`src/rtl/alsu_pkg.sv`:
```
package alsu_pkg;
  typedef enum logic [1:0] {
    MODE_ARITH = 2'b00,
    MODE_LOGIC = 2'b01,
    MODE_SHR   = 2'b10,
    MODE_SHL   = 2'b11
  } alsu_mode_e;

  typedef enum logic [1:0] {
    YSEL_B    = 2'b00,
    YSEL_NOTB = 2'b01,
    YSEL_ZERO = 2'b10,
    YSEL_ONES = 2'b11
  } alsu_ysel_e;

  typedef enum logic [1:0] {
    LOP_AND  = 2'b00,
    LOP_OR   = 2'b01,
    LOP_XOR  = 2'b10,
    LOP_NOTA = 2'b11
  } alsu_lop_e;
endpackage

```
`src/rtl/alsu_arith.sv`:
```
module alsu_arith
  import alsu_pkg::*;
#(
  parameter int WIDTH = 8
) (
  input  logic [WIDTH-1:0] a,
  input  logic [WIDTH-1:0] b,
  input  logic [1:0]       ysel,
  input  logic             cin,
  output logic [WIDTH-1:0] d,
  output logic             cout
);
  logic [WIDTH:0]   carry;
  logic [WIDTH-1:0] y;

  assign carry[0] = cin;

  for (genvar i = 0; i < WIDTH; i++) begin : g_bit
    always_comb begin
      unique case (alsu_ysel_e'(ysel))
        YSEL_B:    y[i] = b[i];
        YSEL_NOTB: y[i] = ~b[i];
        YSEL_ZERO: y[i] = 1'b0;
        default:   y[i] = 1'b1;
      endcase
    end
    assign d[i]       = a[i] ^ y[i] ^ carry[i];
    assign carry[i+1] = (a[i] & y[i]) | (carry[i] & (a[i] ^ y[i]));
  end

  assign cout = carry[WIDTH];

  // ripple chain agrees with a wide sum
  always_comb begin
    a_r2_chain_sum : assert ({cout, d} ==
      ({1'b0, a} + {1'b0, y} + {{WIDTH{1'b0}}, cin}))
      else $error("ripple chain disagrees with wide sum");
  end
endmodule

```
`src/rtl/alsu_logic.sv`:
```
module alsu_logic
  import alsu_pkg::*;
#(
  parameter int WIDTH = 8
) (
  input  logic [WIDTH-1:0] a,
  input  logic [WIDTH-1:0] b,
  input  logic [1:0]       op,
  output logic [WIDTH-1:0] e
);
  for (genvar i = 0; i < WIDTH; i++) begin : g_bit
    always_comb begin
      unique case (alsu_lop_e'(op))
        LOP_AND: e[i] = a[i] & b[i];
        LOP_OR:  e[i] = a[i] | b[i];
        LOP_XOR: e[i] = a[i] ^ b[i];
        default: e[i] = ~a[i];
      endcase
    end
  end
endmodule

```
`src/rtl/alsu_shift.sv`:
```
module alsu_shift #(
  parameter int WIDTH = 8
) (
  input  logic [WIDTH-1:0] a,
  input  logic             fill_msb,
  input  logic             fill_lsb,
  output logic [WIDTH-1:0] shr,
  output logic [WIDTH-1:0] shl
);
  for (genvar i = 0; i < WIDTH; i++) begin : g_bit
    if (i == WIDTH-1) begin : g_top
      assign shr[i] = fill_msb;
    end else begin : g_mid_r
      assign shr[i] = a[i+1];
    end
    if (i == 0) begin : g_bot
      assign shl[i] = fill_lsb;
    end else begin : g_mid_l
      assign shl[i] = a[i-1];
    end
  end
endmodule

```
`src/rtl/alsu_unit.sv`:
```
module alsu_unit
  import alsu_pkg::*;
#(
  parameter int WIDTH = 8
) (
  input  logic [WIDTH-1:0] a,
  input  logic [WIDTH-1:0] b,
  input  logic [3:0]       sel,
  input  logic             cin,
  input  logic             fill_msb,
  input  logic             fill_lsb,
  output logic [WIDTH-1:0] f,
  output logic             cout
);
  alsu_mode_e       mode;
  logic [WIDTH-1:0] arith_d, logic_e, shr_h, shl_h;
  logic             arith_c;

  assign mode = alsu_mode_e'(sel[3:2]);

  alsu_arith #(.WIDTH(WIDTH)) u_arith (
    .a(a), .b(b), .ysel(sel[1:0]), .cin(cin), .d(arith_d), .cout(arith_c)
  );

  alsu_logic #(.WIDTH(WIDTH)) u_logic (
    .a(a), .b(b), .op(sel[1:0]), .e(logic_e)
  );

  alsu_shift #(.WIDTH(WIDTH)) u_shift (
    .a(a), .fill_msb(fill_msb), .fill_lsb(fill_lsb), .shr(shr_h), .shl(shl_h)
  );

  always_comb begin
    unique case (mode)
      MODE_ARITH: f = arith_d;
      MODE_LOGIC: f = logic_e;
      MODE_SHR:   f = shr_h;
      default:    f = shl_h;
    endcase
  end

  assign cout = (mode == MODE_ARITH) & arith_c;

  always_comb begin
    // right shift moves neighbours down and fills the top
    if (mode == MODE_SHR) begin
      a_r7_shr_body : assert (f[WIDTH-2:0] == a[WIDTH-1:1] && f[WIDTH-1] == fill_msb)
        else $error("right shift result wrong");
    end
    // left shift moves neighbours up and fills the bottom
    if (mode == MODE_SHL) begin
      a_r8_shl_body : assert (f[WIDTH-1:1] == a[WIDTH-2:0] && f[0] == fill_lsb)
        else $error("left shift result wrong");
    end
    // logic AND reaches the output
    if (mode == MODE_LOGIC && sel[1:0] == 2'b00) begin
      a_r5_and_path : assert (f == (a & b))
        else $error("logic AND path wrong");
    end
  end
endmodule

```
`config.mk`:
```
export PLATFORM = sky130hd
export DESIGN_NAME = alsu_unit
export DESIGN_NICKNAME = d
export VERILOG_FILES = /design/src/rtl/alsu_pkg.sv /design/src/rtl/alsu_arith.sv /design/src/rtl/alsu_logic.sv /design/src/rtl/alsu_shift.sv /design/src/rtl/alsu_unit.sv
export SDC_FILE = /design/constraint.sdc
export NUM_CORES = 1
export LEC_CHECK = 0
export ABC_AREA = 1
export BUFFER_PORTS_ARGS = -buffer_cell sky130_fd_sc_hd__buf_4
export CAP_MARGIN = 20
export CORE_ASPECT_RATIO = 1.4
export CORE_MARGIN = 1.5
export CORE_UTILIZATION = 45
export DETAILED_ROUTE_END_ITERATION = 16
export PLACE_DENSITY = 0.72
export SETUP_SLACK_MARGIN = 0.3
export SLEW_MARGIN = 20
export SYNTH_ARGS = -nofsm -noshare
export SYNTH_HDL_FRONTEND = slang
export SYNTH_HIERARCHICAL = 1
export SYNTH_SLANG_ARGS = --single-unit
```
`constraint.sdc`:
```
create_clock -name vclk -period 5.6
set_input_delay 0.28 -clock vclk [all_inputs]
set_output_delay 0.28 -clock vclk [all_outputs]
set_load 0.05 [all_outputs]
```
==> flow_metrics.env <==
export IMPL_nFillCells=299
export IMPL_worst_path_buf_inv=5
export IMPL_cts_hold_repair_buffers=0
export IMPL_cpPeakStageDelay_ns=0.42
export IMPL_pwr_share_comb_pct=100.0
export IMPL_die_area_um2=3313
export IMPL_critPathCaptureType="output port"
export IMPL_overflow=0
export IMPL_post_cts_setup_buffers=0
export IMPL_path_class="input port to output port"
export IMPL_initial_core_util_pct=46.95
export IMPL_timing_final_crit_share_pct=80.22
export IMPL_ir_worst_vdd_mv=0.05341
export IMPL_worst_pin_slew_ns=0.2746
export IMPL_drtAntennaViolNets=0
export IMPL_rows=23
export IMPL_drt_initial_drc_count=39
export IMPL_syn_area_um2=1338
export IMPL_ys_types=19
export IMPL_synth_warnings=6
export IMPL_hpwl_um=2246
export IMPL_n_clock_buffer=0
export IMPL_timing_final_ws_setup_ns=1.108
export IMPL_wl_per_cell_um=11.00
export IMPL_final_hold_viol_count=0
export IMPL_grt_pass1_wl_um=4616
export IMPL_drc_errors=0
export IMPL_final_util_pct=49.49
export IMPL_status="finished clean"
export IMPL_antenna_found_initial=0
export IMPL_io_pins=32
export IMPL_grt_max_degree=22
export IMPL_die_x_um=49.08
export IMPL_post_cts_resized=0
export IMPL_cpMostUsedCell="fa_1"
export IMPL_insertedDiodeCount=0
export IMPL_n_sequential_cell=0
export IMPL_crit_required_ns=5.32
export IMPL_finalNetCount=259
export IMPL_globalRouteTotalUtil_pct=16.93
export IMPL_tns_ns=0
export IMPL_setup_viol=0
export IMPL_avgSynthCellArea_um2=6.621
export IMPL_power_frac_seq_pct=0
export IMPL_vias=1249
export IMPL_grt_pass1_vias=1054
export IMPL_cp_cell_sequence="buf_4 > inv_1 > nand3b_1 > nand3_1 > fa_1 > inv_1 > fa_1 > fa_1 > fa_1 > fa_1 > fa_1 > fa_1 > inv_1 > fa_1 > nand2_1 > nand4_1 > buf_4"
export IMPL_fmax_mhz=222.6
export IMPL_switching_share_pct=63.93
export IMPL_startpoint_type="input port"
export IMPL_slew_viol_final=0
export IMPL_portBuffers=32
export IMPL_syn_nets=249
export IMPL_seqCellArea_um2=0
export IMPL_gp_congestion=0.7450
export IMPL_area_delta_synth_final_pct=5.425
export IMPL_coreArea_um2=2849
export IMPL_leakage_nw=0.7788
export IMPL_rsz0062_at_grt="false"
export IMPL_p_int_mw=0.05297
export IMPL_synthCells=202
export IMPL_final_layout_size_suffix_gt1_share_pct=19.52
export IMPL_worstHoldPathType="input port to output port"
export IMPL_arrival_ns=4.21
export IMPL_p_sw_mw=0.09386
export IMPL_crit_fanout=21
export IMPL_slowest_stage="fa_1"
export IMPL_fin_crit_ns=4.492
export IMPL_powerDensity_nw_per_um2=104.1
export IMPL_clockPowerShare_pct=0
export IMPL_die_y_um=67.51
export IMPL_pre_cts_ws_ns=1.118
export IMPL_slew_headroom_pct=81.70
export IMPL_drt_pass1_iterations=4
export IMPL_viasPerCell=5.057
export IMPL_crit_family="adder cells"
export IMPL_ys_seq_area_share_pct=0
export IMPL_wl_um=2718
export IMPL_drv_cap=0
## placed cells by master, fill, tap and decap left out
cell and instances:
nor2_1 1, inv_2 2, buf_4 32, fa_1 8, inv_1 40, nand3b_1 2
or2_1 5, nand4_1 16, nor3b_2 1, nor2_8 1, nand2_1 32, nand2_4 2
ha_1 16, nor2_4 2, inv_8 1, or2_0 1, nand3_1 48
## area by class of cell
| class | instances | area [um2] | area share (%) |
|---|---|---|---|
| inverter | 43 | 168.9 | 11.98 |
| multi-input combinational | 135 | 954.7 | 67.70 |
| tap | 37 | 46.29 | 3.283 |
| timing repair buffer | 32 | 240.2 | 17.04 |
## per-layer routing
metal / wire [um] / track usage [%]
met5: 0 / 0
met1: 1224 / 23.42
met4: 0 / 0
met3: 101 / 0.4425
met2: 1392 / 31.08
## worst paths after layout
kind,endpoint,start,depth (start not counted),slack [ns]
max,f[7],sel[1],17,1.11
min,f[7],fill_msb,4,0.97
## kinds of logic after synthesis
kind of cell	after synthesis	share of synthesized area (%)
adder cells (fa/ha/maj)	24	26.94
AND/OR/NAND/NOR	111	44.43
buffers and inverters	67	28.63
## power by group through the flow
stage,combinational [mW],sequential [mW],clock (mW)
6_report,0.147,0,0
5_1_grt,0.163,0,0
4_1_cts,0.148,0,0
3_5_place_dp,0.148,0,0
3_3_place_gp,0.145,0,0
2_1_floorplan,0.114,0,0
## worst min-delay path, stage by stage
cell	delay, ns
buf_4	0.08
nand3_1	0.06
nand4_1	0.09
buf_4	0.19
## per-stage QoR
step | cells | instance area, um2 | hold slack, ns | power, mW
5_1_grt | 247 | 1410 | 1.016 | 0.1629
3_3_place_gp | 247 | 1410 | 0.9792 | 0.1454
4_1_cts | 247 | 1410 | 0.9795 | 0.1479
6_report | 247 | 1410 | 0.9738 | 0.1468
2_1_floorplan | 202 | 1338 | 0.9230 | 0.1144
3_5_place_dp | 247 | 1410 | 0.9792 | 0.1476
## synth_stat cells, types with 5 or more instances
cell type	count	area, um2
nand3_1	48	240.2
inv_1	40	150.1
nand2_1	32	120.1
buf_4	16	120.1
ha_1	16	200.2
nand4_1	16	100.1
fa_1	8	160.2
buf_6	7	78.83
or2_1	5	31.28
Note: power is estimated with default switching activity, not from simulation.
